## config.mk

```make
export PLATFORM = sky130hd
export DESIGN_NAME = codec_pwr_seq
export DESIGN_NICKNAME = d
export VERILOG_FILES = /design/src/rtl/codec_ctl_pkg.sv /design/src/rtl/ctl_in_sync.sv /design/src/rtl/ctl_serial_rx.sv /design/src/rtl/ctl_clk_watch.sv /design/src/rtl/codec_pwr_seq.sv
export SDC_FILE = /design/constraint.sdc
export NUM_CORES = 1
export LEC_CHECK = 0
export BUFFER_PORTS_ARGS = -buffer_cell sky130_fd_sc_hd__buf_4
export CORE_AREA = 2 2 85 87
export CTS_BUF_LIST = sky130_fd_sc_hd__clkbuf_4 sky130_fd_sc_hd__clkbuf_8
export CTS_CLUSTER_SIZE = 30
export DETAILED_ROUTE_END_ITERATION = 12
export DIE_AREA = 0 0 87 89
export SETUP_SLACK_MARGIN = 0.05
export SKIP_LAST_GASP = 1
export SYNTH_ARGS = -nofsm -noshare
export SYNTH_HDL_FRONTEND = slang
export SYNTH_SLANG_ARGS = --single-unit
```

## constraint.sdc

```tcl
create_clock -name clk -period 5 [get_ports clk]
set_input_delay 0.5 -clock clk [delete_from_list [all_inputs] [get_ports clk]]
set_output_delay 0.5 -clock clk [all_outputs]
set_load 0.005 [all_outputs]
```

## src/rtl/codec_ctl_pkg.sv

```systemverilog
package codec_ctl_pkg;

  localparam int REG_W     = 8;
  localparam int ADDR_W    = 5;
  localparam int REG_MODE  = 0;
  localparam int REG_FLAG  = 1;
  localparam int REG_INPUT = 4;
  localparam int REG_GAIN  = 5;

  localparam int P_BIT     = 2;
  localparam int MARK_BIT  = 1;
  localparam int SHORT_LEN = 8;
  localparam int LONG_LEN  = 16;

  typedef enum logic [1:0] {
    PS_OFF      = 2'd0,
    PS_WAIT_FS1 = 2'd1,
    PS_WAIT_FS2 = 2'd2,
    PS_LIVE     = 2'd3
  } pwr_state_e;

  typedef struct packed {
    logic              wr;
    logic [ADDR_W-1:0] addr;
    logic [REG_W-1:0]  data;
    logic              pcmd;
    logic              pdown;
  } ctl_cmd_t;

  function automatic logic [REG_W-1:0] cfg_default(input int idx);
    case (idx)
      REG_MODE: cfg_default = 8'h01;
      REG_GAIN: cfg_default = 8'h80;
      default:  cfg_default = 8'h00;
    endcase
  endfunction

endpackage

```

## src/rtl/ctl_in_sync.sv

```systemverilog
module ctl_in_sync #(
  parameter int           W    = 1,
  parameter logic [W-1:0] IDLE = '0
) (
  input  logic         clk,
  input  logic         rst,
  input  logic [W-1:0] d,
  output logic [W-1:0] cur,
  output logic [W-1:0] prev
);
  logic [W-1:0] meta;

  always_ff @(posedge clk) begin
    if (rst) begin
      meta <= IDLE;
      cur  <= IDLE;
      prev <= IDLE;
    end else begin
      meta <= d;
      cur  <= meta;
      prev <= cur;
    end
  end
endmodule

```

## src/rtl/ctl_serial_rx.sv

```systemverilog
module ctl_serial_rx
  import codec_ctl_pkg::*;
#(
  parameter int NREG = 8
) (
  input  logic     clk,
  input  logic     rst,
  input  logic     sclk_cur,
  input  logic     sclk_prev,
  input  logic     csn_cur,
  input  logic     csn_prev,
  input  logic     sdi_cur,
  output ctl_cmd_t cmd
);
  localparam int               CW    = $clog2(LONG_LEN) + 1;
  localparam logic [CW-1:0]    CMAX  = '1;
  localparam logic [CW-1:0]    N_SH  = CW'(SHORT_LEN);
  localparam logic [CW-1:0]    N_LG  = CW'(LONG_LEN);
  localparam int               SW    = LONG_LEN;

  logic [SW-1:0] shreg;
  logic [CW-1:0] nbits;
  logic          sclk_rise;
  logic          csn_fall;
  logic          csn_rise;
  logic [ADDR_W-1:0] waddr;
  logic          addr_ok;

  assign sclk_rise = sclk_cur & ~sclk_prev;
  assign csn_fall  = ~csn_cur & csn_prev;
  assign csn_rise  = csn_cur & ~csn_prev;
  assign waddr     = shreg[SW-1 -: ADDR_W];
  assign addr_ok   = 32'(waddr) < 32'(NREG);

  always_ff @(posedge clk) begin
    if (rst) begin
      shreg <= '0;
      nbits <= '0;
    end else if (csn_fall) begin
      nbits <= '0;
    end else if (sclk_rise && !csn_cur) begin
      shreg <= {shreg[SW-2:0], sdi_cur};
      if (nbits != CMAX) nbits <= nbits + 1'b1;
    end
  end

  always_comb begin
    cmd = '0;
    if (csn_rise) begin
      if (nbits == N_SH && !shreg[MARK_BIT]) begin
        cmd.pcmd  = 1'b1;
        cmd.pdown = shreg[P_BIT];
      end else if (nbits == N_LG && shreg[REG_W+MARK_BIT] && addr_ok) begin
        cmd.wr    = 1'b1;
        cmd.addr  = waddr;
        cmd.data  = shreg[REG_W-1:0];
        cmd.pcmd  = 1'b1;
        cmd.pdown = shreg[REG_W+P_BIT];
      end
    end
  end
endmodule

```

## src/rtl/ctl_clk_watch.sv

```systemverilog
module ctl_clk_watch #(
  parameter int TIMEOUT = 16
) (
  input  logic clk,
  input  logic rst,
  input  logic mclk_cur,
  input  logic mclk_prev,
  output logic lost_nxt,
  output logic lost
);
  localparam int            IW   = $clog2(TIMEOUT + 1);
  localparam logic [IW-1:0] TLIM = IW'(TIMEOUT);

  logic [IW-1:0] idle, idle_nxt;

  always_comb begin
    if (mclk_cur != mclk_prev)  idle_nxt = '0;
    else if (idle != TLIM)      idle_nxt = idle + 1'b1;
    else                        idle_nxt = idle;
    lost_nxt = (idle_nxt == TLIM);
  end

  always_ff @(posedge clk) begin
    if (rst) begin
      idle <= '0;
      lost <= 1'b0;
    end else begin
      idle <= idle_nxt;
      lost <= lost_nxt;
    end
  end
endmodule

```

## src/rtl/codec_pwr_seq.sv

```systemverilog
module codec_pwr_seq
  import codec_ctl_pkg::*;
#(
  parameter int NREG    = 8,
  parameter int TIMEOUT = 16
) (
  input  logic       clk,
  input  logic       rst,
  input  logic       ctl_sclk,
  input  logic       ctl_csn,
  input  logic       ctl_sdi,
  input  logic       mclk,
  input  logic       fsync,
  input  logic       tx_slot,
  output logic       pwr_on,
  output logic       tx_oe,
  output logic       mclk_lost,
  output logic       por_flag,
  output logic       cfg_compand,
  output logic [1:0] mic_sel,
  output logic       pre_gain_hi,
  output logic [3:0] pga_step
);
  localparam int          NIN  = 6;
  localparam logic [NIN-1:0] IN_IDLE = 6'b000010;

  logic [NIN-1:0] in_cur, in_prev;
  ctl_cmd_t       cmd;
  logic           lost_nxt;
  logic           fs_rise;
  logic           wr_fire;
  logic           up_fire;
  pwr_state_e     st, st_nxt;
  logic [REG_W-1:0] regs [NREG];

  ctl_in_sync #(.W(NIN), .IDLE(IN_IDLE)) u_sync (
    .clk  (clk),
    .rst  (rst),
    .d    ({tx_slot, fsync, mclk, ctl_sdi, ctl_csn, ctl_sclk}),
    .cur  (in_cur),
    .prev (in_prev)
  );

  ctl_serial_rx #(.NREG(NREG)) u_rx (
    .clk       (clk),
    .rst       (rst),
    .sclk_cur  (in_cur[0]),
    .sclk_prev (in_prev[0]),
    .csn_cur   (in_cur[1]),
    .csn_prev  (in_prev[1]),
    .sdi_cur   (in_cur[2]),
    .cmd       (cmd)
  );

  ctl_clk_watch #(.TIMEOUT(TIMEOUT)) u_watch (
    .clk       (clk),
    .rst       (rst),
    .mclk_cur  (in_cur[3]),
    .mclk_prev (in_prev[3]),
    .lost_nxt  (lost_nxt),
    .lost      (mclk_lost)
  );

  assign fs_rise = in_cur[4] & ~in_prev[4];
  assign wr_fire = cmd.wr;
  assign up_fire = cmd.pcmd & ~cmd.pdown;

  // control register bank
  always_ff @(posedge clk) begin
    for (int i = 0; i < NREG; i++) begin
      if (rst)                                         regs[i] <= cfg_default(i);
      else if (cmd.wr && 32'(cmd.addr) == 32'(i))      regs[i] <= cmd.data;
    end
  end

  // power sequencing
  always_comb begin
    st_nxt = st;
    if (lost_nxt)                              st_nxt = PS_OFF;
    else if (cmd.pcmd && cmd.pdown)            st_nxt = PS_OFF;
    else if (up_fire && st == PS_OFF)          st_nxt = PS_WAIT_FS1;
    else if (fs_rise) begin
      case (st)
        PS_WAIT_FS1: st_nxt = PS_WAIT_FS2;
        PS_WAIT_FS2: st_nxt = PS_LIVE;
        default:     st_nxt = st;
      endcase
    end
  end

  always_ff @(posedge clk) begin
    if (rst) begin
      st     <= PS_OFF;
      pwr_on <= 1'b0;
      tx_oe  <= 1'b0;
    end else begin
      st     <= st_nxt;
      pwr_on <= (st_nxt != PS_OFF);
      tx_oe  <= (st_nxt == PS_LIVE) && in_cur[5];
    end
  end

  assign por_flag    = ~regs[REG_FLAG][0];
  assign cfg_compand = regs[REG_MODE][0];
  assign mic_sel     = regs[REG_INPUT][7:6];
  assign pre_gain_hi = regs[REG_INPUT][1];
  assign pga_step    = regs[REG_GAIN][7:4];
endmodule

```

==> tab_implementation.tex, run 1 <==
\begin{tabular}{lr}
\hline
Metric & Value \\
\hline
\multicolumn{2}{l}{\textbf{Drt}} \\
\quad Total wire length after detailed routing & 3.58 mm \\
\quad Number of antenna-violating nets in the routed design & 0 \\
\quad Vias & 1501 \\
\quad Post-DR vias/cell & 4.66 \\
\quad Routed length per placed instance & 11.1 microns \\
\quad Initial DRC Count & 78 \\
\quad Iteration count of the initial detailed-routing pass & 4 \\
\quad DRC violations left & 0 \\
\multicolumn{2}{l}{\textbf{Outcome}} \\
\quad Status & completed \\
\multicolumn{2}{l}{\textbf{Clock network}} \\
\quad Maximum clock path buffer count & 2 \\
\quad Reg clk slew, reported paths & 90 ps \\
\quad Clock Latency Late Sink & 300 ps \\
\quad Number of buffers added for setup after CTS & 0 \\
\quad Clock buffers created by TritonCTS & 5 \\
\quad Clock net sink count & 56 \\
\quad Resized cells post-CTS & 0 \\
\quad Deepest level of the CTS H-tree & 2 \\
\quad Hold-fix buffers, CTS & 0 \\
\quad Root buf cell & sky130\_fd\_sc\_hd\_\_clkbuf\_8 \\
\quad TritonCTS clock tree & built \\
\multicolumn{2}{l}{\textbf{Synth}} \\
\quad Avg Synthesized Cell Area & 9.89 sq um \\
\quad Flop and latch count out of synthesis & 56 \\
\quad Sequential element share of the synthesized area & 55.2\% \\
\quad Summed instance area of the synthesized netlist & 2200 sq um \\
\quad Net Count, Synth & 235 \\
\quad Syn. warnings & 0 \\
\quad Count of cell types in the netlist & 40 \\
\quad Cells after synthesis & 222 \\
\multicolumn{2}{l}{\textbf{Cells and area}} \\
\quad Area overhead of the layout relative to synthesis & 14.0\% \\
\quad Post-layout nets & 254 \\
\quad Most frequent standard cell in the layout excluding fill and tap cells & sky130\_fd\_sc\_hd\_\_dfxtp\_1 \\
\quad Share of final-layout standard cells stronger than drive strength 1 & 16.5\% \\
\quad Fin util & 37.3\% \\
\quad Highest-count cells in the layout ignoring fill and taps & sky130\_fd\_sc\_hd\_\_dfxtp\_1, sky130\_fd\_sc\_hd\_\_nand2\_1, sky130\_fd\_sc\_hd\_\_a21oi\_1, sky130\_fd\_sc\_hd\_\_buf\_4, sky130\_fd\_sc\_hd\_\_nor2b\_1 \\
\quad Total inserted antenna cells & 0 \\
\multicolumn{2}{l}{\textbf{Hold path}} \\
\quad Type of the worst min-delay path & primary input to register \\
\quad Worst hold endpoint & u\_sync.meta[1] \\
\quad HP Start & ctl\_csn \\
\quad Count of cells along the worst hold path & 2 \\
\multicolumn{2}{l}{\textbf{Timing}} \\
\quad Setup TNS & 0 ps \\
\quad Highest attainable clock frequency & 0.496 GHz \\
\quad Final setup violation count & 0 \\
\quad Worst clock skew & 5.27 ps \\
\quad Setup WS post-layout & 2990 ps \\
\quad Headroom to the max-slew limit & 57.7\% \\
\quad Final clock period utilization by the worst path & 40.3\% \\
\quad Hold slack final & 377 ps \\
\quad RSZ-0062 raised after global routing & no \\
\quad Hold Fails Final Rpt & 0 \\
\quad Measured slew at the worst slew-check pin & 629 ps \\
\quad Minimum clock period after layout & 2010 ps \\
\quad Max Slew Vio Count & 0 \\
\multicolumn{2}{l}{\textbf{Global routing}} \\
\quad Largest net degree at the start of global routing & 44 \\
\quad Global-route total usage across every layer & 9.98\% \\
\quad First-pass GRT wire length & 6.11 mm \\
\quad GR Overflow Total & 0 \\
\quad Vias in the first global route & 1397 \\
\quad Number of antenna violations at the first check in global routing & 0 \\
\multicolumn{2}{l}{\textbf{Placed design}} \\
\quad Placer congestion estimate & 0.767 \\
\quad Number of input and output port buffers inserted & 19 \\
\quad Post-placement setup slack & 2990 ps \\
\quad HPWL after DPL & 2.41 mm \\
\multicolumn{2}{l}{\textbf{Floorplanning}} \\
\quad Die width & 87 microns \\
\quad Initial standard-cell utilization of the core & 32.7\% \\
\quad Core region area & 6720 sq um \\
\quad Die Area & 7740 sq um \\
\quad Boundary pin count & 20 \\
\quad FP Rows & 30 \\
\quad Die boundary height & 89 microns \\
\multicolumn{2}{l}{\textbf{Critical path}} \\
\quad Worst path buffer plus inverter count & 1 \\
\quad Kind of end point of the critical path & register \\
\quad Critical path origin & u\_rx.nbits[0] \\
\quad Count of cells along the worst register-to-register path & 6 \\
\quad Family with the most delay on the worst path & simple AND/OR/NAND/NOR gates \\
\quad FF-to-FF setup slack & 2990 ps \\
\quad Required arrival time at the worst endpoint & 5050 ps \\
\quad Type of origin of the critical path & register \\
\quad Endpoint of the worst-slack reg-to-reg timing path & regs[0][0] \\
\quad Highest cell delay on the worst timing path & 410 ps \\
\quad Slowest cell on the critical path & sky130\_fd\_sc\_hd\_\_or4\_1 \\
\quad Critical path fanouts, max & 7 \\
\quad Crit path kind & register to register \\
\quad Worst path cell trace & inv\_1, ha\_1, and4bb\_2, nand3\_2, or3\_1, or4\_1 \\
\quad WP data arrival & 2070 ps \\
\quad RR Startpoint & u\_rx.nbits[0] \\
\multicolumn{2}{l}{\textbf{Pwr}} \\
\quad Total power divided by cell area & 300 nW/um\^{}2 \\
\quad Lkg Pwr & 0.893 nW \\
\quad Largest vdd supply drop & 0.150 mV \\
\multicolumn{2}{l}{\textbf{Run}} \\
\quad Maximum capacitance violations & 0 \\
\hline
\end{tabular}
## cells by family (layout without fill, tap and decap cells)
group	Yosys count	after routing	share of synthesized area, %
AOI/OAI and AO/OA	34	34	9.46
buffers and inverters	19	39	3.25
muxes	2	2	0.912
adders and majority gates	5	5	2.85
DFF	56	56	55.2
xor gates and xnor gates	8	8	3.19
and+or+nand+nor	98	98	25.2
## final cells by class
class	instances	area, sq um
timing repair buffer	20	150
multi-input combinational	147	913
tap	80	100
inverter	11	41.3
sequential	56	1210
clock buffer	6	76.3
fill	687	4220
clock inverter	2	11.3
## power breakdown
part	internal, W	switching (W)	total (W)	leakage (nW)
Combinational	0.0000181	0.0000186	0.0000368	0.383
Sequential	0.000466	0.00000551	0.000472	0.468
Clock	0.000103	0.000139	0.000242	0.0423
Total	0.000587	0.000163	0.000750	0.893
## cells in the mapped netlist
library cell / number / area (sq um)
sky130_fd_sc_hd__a211oi_1: 2 / 15.0
sky130_fd_sc_hd__a21o_1: 1 / 7.51
sky130_fd_sc_hd__a21oi_1: 20 / 100
sky130_fd_sc_hd__a221oi_1: 1 / 8.76
sky130_fd_sc_hd__a31o_2: 2 / 17.5
sky130_fd_sc_hd__a32oi_1: 1 / 8.76
sky130_fd_sc_hd__and3_1: 4 / 25.0
sky130_fd_sc_hd__and3b_1: 1 / 8.76
sky130_fd_sc_hd__and4bb_2: 2 / 25.0
sky130_fd_sc_hd__clkbuf_1: 8 / 30.0
sky130_fd_sc_hd__dfxtp_1: 47 / 941
sky130_fd_sc_hd__edfxtp_1: 9 / 270
sky130_fd_sc_hd__ha_1: 5 / 62.6
sky130_fd_sc_hd__inv_1: 11 / 41.3
sky130_fd_sc_hd__mux2i_1: 2 / 20.0
sky130_fd_sc_hd__nand2_1: 36 / 135
sky130_fd_sc_hd__nand2b_1: 1 / 6.26
sky130_fd_sc_hd__nand3_1: 2 / 10.0
sky130_fd_sc_hd__nand3_2: 1 / 10.0
sky130_fd_sc_hd__nand4_1: 1 / 6.26
sky130_fd_sc_hd__nand4b_1: 1 / 8.76
sky130_fd_sc_hd__nor2_1: 12 / 45.0
sky130_fd_sc_hd__nor2b_1: 16 / 100
sky130_fd_sc_hd__nor3_1: 5 / 25.0
sky130_fd_sc_hd__nor3b_1: 1 / 7.51
sky130_fd_sc_hd__nor4_1: 3 / 18.8
sky130_fd_sc_hd__nor4b_1: 1 / 8.76
sky130_fd_sc_hd__nor4b_2: 2 / 30.0
sky130_fd_sc_hd__nor4b_4: 1 / 23.8
sky130_fd_sc_hd__o211ai_1: 2 / 15.0
sky130_fd_sc_hd__o21a_1: 1 / 7.51
sky130_fd_sc_hd__o21ai_0: 1 / 5.00
sky130_fd_sc_hd__o21bai_1: 3 / 22.5
sky130_fd_sc_hd__or2_2: 4 / 25.0
sky130_fd_sc_hd__or3_1: 1 / 6.26
sky130_fd_sc_hd__or4_1: 1 / 7.51
sky130_fd_sc_hd__or4b_1: 1 / 10.0
sky130_fd_sc_hd__or4b_2: 1 / 10.0
sky130_fd_sc_hd__xnor2_1: 3 / 26.3
sky130_fd_sc_hd__xor2_1: 5 / 43.8
## per-stage QoR
stage	instances	area [sq um]	power, W
6_report	322	2500	0.000750
5_1_grt	322	2500	0.000786
4_1_cts	322	2500	0.000763
3_5_place_dp	314	2420	0.000519
3_3_place_gp	314	2420	0.000518
2_1_floorplan	222	2200	0.000506
## flip-flops by register name, summed over array words and instances, names as in the netlist, 2 cells and up
register and count:
u_watch.idle 5, u_sync.meta 6, st 2, u_rx.nbits 5, u_sync.prev 4, u_sync.cur 6
u_rx.shreg 16, regs 9
## routing by layer
metal  track usage (%)  vias to the layer above  share of wire, %
li1                  -                      796                 -
met1              12.6                      680                50
met2              16.0                       19                45
met3              3.14                        6               3.7
met4              3.84                        0               1.5
met5                 0                        -                 0
## how the worst max path moves through the flow
stage | to | slack [ps] | depth (start not counted)
finish | regs[0][0] | 2990 | 6
global route | tx_oe | 2780 | 6
CTS | regs[0][0] | 2970 | 6
detailed placement | regs[0][0] | 2990 | 6
global placement | regs[0][0] | 3030 | 6
floorplan | regs[0][0] | 3120 | 6
(Power assumes the default switching activity.)
==> run 2, diff against run 1 <==
- clock period: 5 -> 1.6 ns (I/O delays scaled with it)
==> run 2 against run 1 <==
The run now ends with setup timing left; routed wire length rose by 20%; clock power rose to 3.4 times the previous value; core utilization rose by 8.6 points; maximum frequency rose by 11%; clock skew rose by 8.1 ps; via count rose by 10%; critical endpoint unchanged; sequential cell count did not move; clock-buffer cell count rose by 1.
==> tab_implementation.tex, run 2 (synthesized netlist as in run 1, its figures left out) <==
\begin{tabular}{lr}
\hline
Metric & Value \\
\hline
\multicolumn{2}{l}{\textbf{Cells and area}} \\
\quad Total inserted antenna cells & 0 (unchanged) \\
\quad Max FFs per register & 16 (unchanged) \\
\quad Largest registers & u\_rx.shreg x16, regs x9 (unchanged) \\
\quad Multi-input logic area & 1180 sq um (was 913 sq um) \\
\quad Area overhead of the layout relative to synthesis & 40.4\% (was 14.0\%) \\
\quad Number of fill cells & 617 (was 687) \\
\quad Post-layout nets & 288 (was 254) \\
\quad Highest-count cells in the layout ignoring fill and taps & sky130\_fd\_sc\_hd\_\_buf\_4, sky130\_fd\_sc\_hd\_\_dfxtp\_1, sky130\_fd\_sc\_hd\_\_nand2\_1, sky130\_fd\_sc\_hd\_\_a21oi\_1, sky130\_fd\_sc\_hd\_\_nor2b\_1 (was sky130\_fd\_sc\_hd\_\_dfxtp\_1, sky130\_fd\_sc\_hd\_\_nand2\_1, sky130\_fd\_sc\_hd\_\_a21oi\_1, sky130\_fd\_sc\_hd\_\_buf\_4, sky130\_fd\_sc\_hd\_\_nor2b\_1) \\
\quad Flip-flop and latch area & 1220 sq um (was 1210 sq um) \\
\quad Share of final-layout standard cells stronger than drive strength 1 & 39.1\% (was 16.5\%) \\
\quad Top register by number of flip-flops & u\_rx.shreg (unchanged) \\
\quad Most frequent standard cell in the layout excluding fill and tap cells & sky130\_fd\_sc\_hd\_\_buf\_4 (was sky130\_fd\_sc\_hd\_\_dfxtp\_1) \\
\multicolumn{2}{l}{\textbf{Outcome}} \\
\quad Violations in the final reports & setup timing \\
\quad Status & finished with violations (was completed) \\
\multicolumn{2}{l}{\textbf{Hold path}} \\
\quad Type of the worst min-delay path & primary input to register (unchanged) \\
\quad Count of cells along the worst hold path & 2 (unchanged) \\
\quad HP Start & ctl\_csn (unchanged) \\
\quad Worst hold endpoint & u\_sync.meta[1] (unchanged) \\
\multicolumn{2}{l}{\textbf{Drt}} \\
\quad Vias & 1652 (was 1501) \\
\quad Initial DRC Count & 84 (was 78) \\
\quad Iteration count of the initial detailed-routing pass & 4 (unchanged) \\
\quad DRC violations left & 0 (unchanged) \\
\quad Routed length per placed instance & 12.0 microns (was 11.1 microns) \\
\quad Number of antenna-violating nets in the routed design & 0 (unchanged) \\
\quad Total wire length after detailed routing & 4.29 mm (was 3.58 mm) \\
\quad Post-DR vias/cell & 4.64 (was 4.66) \\
\multicolumn{2}{l}{\textbf{Global routing}} \\
\quad GR Overflow Total & 0 (unchanged) \\
\quad Vias in the first global route & 1587 (was 1397) \\
\quad Largest net degree at the start of global routing & 23 (was 44) \\
\quad Global-route total usage across every layer & 11.9\% (was 9.98\%) \\
\quad First-pass GRT wire length & 7.21 mm (was 6.11 mm) \\
\quad Number of antenna violations at the first check in global routing & 0 (unchanged) \\
\multicolumn{2}{l}{\textbf{Floorplanning}} \\
\quad Die Area & 7740 sq um (unchanged) \\
\quad FP Rows & 30 (unchanged) \\
\quad Initial standard-cell utilization of the core & 32.7\% (unchanged) \\
\quad Die boundary height & 89 microns (unchanged) \\
\quad Die width & 87 microns (unchanged) \\
\quad Core region area & 6720 sq um (unchanged) \\
\quad Boundary pin count & 20 (unchanged) \\
\multicolumn{2}{l}{\textbf{Timing}} \\
\quad Final clock period utilization by the worst path & 114\% (was 40.3\%) \\
\quad Headroom to the max-slew limit & 67.7\% (was 57.7\%) \\
\quad Setup TNS & -2640 ps (was 0 ps) \\
\quad Minimum clock period after layout & 1820 ps (was 2010 ps) \\
\quad Final setup violation count & 22 (was 0) \\
\quad Max Slew Vio Count & 0 (unchanged) \\
\quad Highest attainable clock frequency & 0.549 GHz (was 0.496 GHz) \\
\quad Setup WS post-layout & -223 ps (was 2990 ps) \\
\quad Hold Fails Final Rpt & 0 (unchanged) \\
\quad Worst clock skew & 13.3 ps (was 5.27 ps) \\
\quad RSZ-0062 raised after global routing & yes (was no) \\
\quad Measured slew at the worst slew-check pin & 484 ps (was 629 ps) \\
\multicolumn{2}{l}{\textbf{Critical path}} \\
\quad Highest cell delay on the worst timing path & 390 ps (was 410 ps) \\
\quad Required arrival time at the worst endpoint & 1660 ps (was 5050 ps) \\
\quad Critical path fanouts, max & 3 (was 7) \\
\quad RR Startpoint & u\_rx.nbits[1] (was u\_rx.nbits[0]) \\
\quad Worst path cell trace & inv\_2, ha\_4, and4bb\_2, nand3\_4, or3\_4, or4\_1 (was inv\_1, ha\_1, and4bb\_2, nand3\_2, or3\_1, or4\_1) \\
\quad Critical path origin & u\_rx.nbits[1] (was u\_rx.nbits[0]) \\
\quad Slowest cell on the critical path & sky130\_fd\_sc\_hd\_\_or4\_1 (unchanged) \\
\quad Type of origin of the critical path & register (unchanged) \\
\quad Kind of end point of the critical path & register (unchanged) \\
\quad Count of cells along the worst register-to-register path & 6 (unchanged) \\
\quad Crit path kind & register to register (unchanged) \\
\quad WP data arrival & 1880 ps (was 2070 ps) \\
\quad FF-to-FF setup slack & -220 ps (was 2990 ps) \\
\quad Endpoint of the worst-slack reg-to-reg timing path & regs[0][0] (unchanged) \\
\quad Worst path buffer plus inverter count & 1 (unchanged) \\
\quad Family with the most delay on the worst path & simple AND/OR/NAND/NOR gates (unchanged) \\
\multicolumn{2}{l}{\textbf{Clock network}} \\
\quad Reg clk slew, reported paths & 90 ps (about the same) \\
\quad Clock net sink count & 56 (unchanged) \\
\quad Root buf cell & sky130\_fd\_sc\_hd\_\_clkbuf\_8 (unchanged) \\
\quad Deepest level of the CTS H-tree & 2 (unchanged) \\
\quad Clock Latency Late Sink & 310 ps (was 300 ps) \\
\quad Clock buffers created by TritonCTS & 5 (unchanged) \\
\quad Maximum clock path buffer count & 2 (unchanged) \\
\quad TritonCTS clock tree & built (unchanged) \\
\multicolumn{2}{l}{\textbf{Pwr}} \\
\quad Total power divided by cell area & 813 nW/um\^{}2 (was 300 nW/um\^{}2) \\
\quad Lkg Pwr & 1.11 nW (was 0.893 nW) \\
\quad Pint & 0.00195 W (was 0.000587 W) \\
\quad Switching part of the total power & 22.3\% (was 21.7\%) \\
\quad Switch Pwr & 0.000560 W (was 0.000163 W) \\
\quad Part of the total power dissipated in sequential elements & 58.7\% (was 62.9\%) \\
\quad PnR Total Power & 0.00251 W (was 0.000750 W) \\
\quad Share of power burned in the clock network & 32.5\% (was 32.2\%) \\
\quad Largest vdd supply drop & 0.315 mV (was 0.150 mV) \\
\quad Part of the total power dissipated in combinational logic & 8.8\% (was 4.9\%) \\
\multicolumn{2}{l}{\textbf{Placed design}} \\
\quad HPWL after DPL & 2.67 mm (was 2.41 mm) \\
\quad Placer congestion estimate & 0.696 (was 0.767) \\
\quad Number of input and output port buffers inserted & 19 (unchanged) \\
\multicolumn{2}{l}{\textbf{Run}} \\
\quad Maximum capacitance violations & 0 (unchanged) \\
\hline
\end{tabular}
-- run 2: changes by cell type in the layout (fill, tap and decap cells not counted), moves of 5 or more --
| cell | change |
|---|---|
| sky130_fd_sc_hd__buf_4 | +28 |
| sky130_fd_sc_hd__dfxtp_1 | -6 |
| sky130_fd_sc_hd__dfxtp_2 | +6 |
| sky130_fd_sc_hd__ha_1 | -5 |
| sky130_fd_sc_hd__ha_4 | +5 |
| sky130_fd_sc_hd__nor3_1 | -5 |
| sky130_fd_sc_hd__nor3_2 | +5 |
-- run 2: area by class of cell --
type | instances | share of cell area [%]
Sequential cell | 56 | 39.5
Multi-Input combinational cell | 147 | 38.4
Timing Repair Buffer | 54 | 14.3
Tap cell | 80 | 3.25
Clock buffer | 7 | 2.92
Inverter | 11 | 1.34
Clock inverter | 1 | 0.284
-- run 2: worst max path at each step --
stage,depth (start not counted),endpoint
2_1_floorplan,6,regs[0][0]
3_3_place_gp,6,regs[0][0]
3_5_place_dp,6,regs[0][0]
4_1_cts,6,regs[0][0]
5_1_grt,6,regs[0][0]
6_report,6,regs[0][0]
-- run 2: repair_timing --
action,in CTS,in global routing
pin swaps,17,4
cloned,1,1
setup buffers,8,1
gates resized for setup,33,13
setup endpoints to repair,44,37
hold buffers,0,0
-- run 2: through the flow --
stage	util (%)	hold slack (ps)	std cells	area (sq um)	setup WS (ps)
after floorplan	-	264	222	2270	-252
after CTS	44.9	19.4	354	3020	-236
after global placement	39.4	344	337	2650	-226
final	45.9	29.6	356	3080	-223
after detailed placement	39.4	349	337	2650	-266
after global routing	45.9	26.9	356	3080	-321
-- run 2: power groups by stage --
stage	Combinational, W	Sequential, W	Clock [W]
2_1_floorplan	0.0000862	0.00150	0
3_3_place_gp	0.000149	0.00150	0
3_5_place_dp	0.000152	0.00150	0
4_1_cts	0.000199	0.00147	0.000844
5_1_grt	0.000241	0.00148	0.000907
6_report	0.000220	0.00147	0.000814
-- run 2: metal layers --
layer	track usage [%]	part of all wire, %	wire (microns)
met5	0	0	0
met4	4.26	1.4	61
met3	3.14	3.1	133
met2	20.5	50	2160
met1	14.2	45	1930
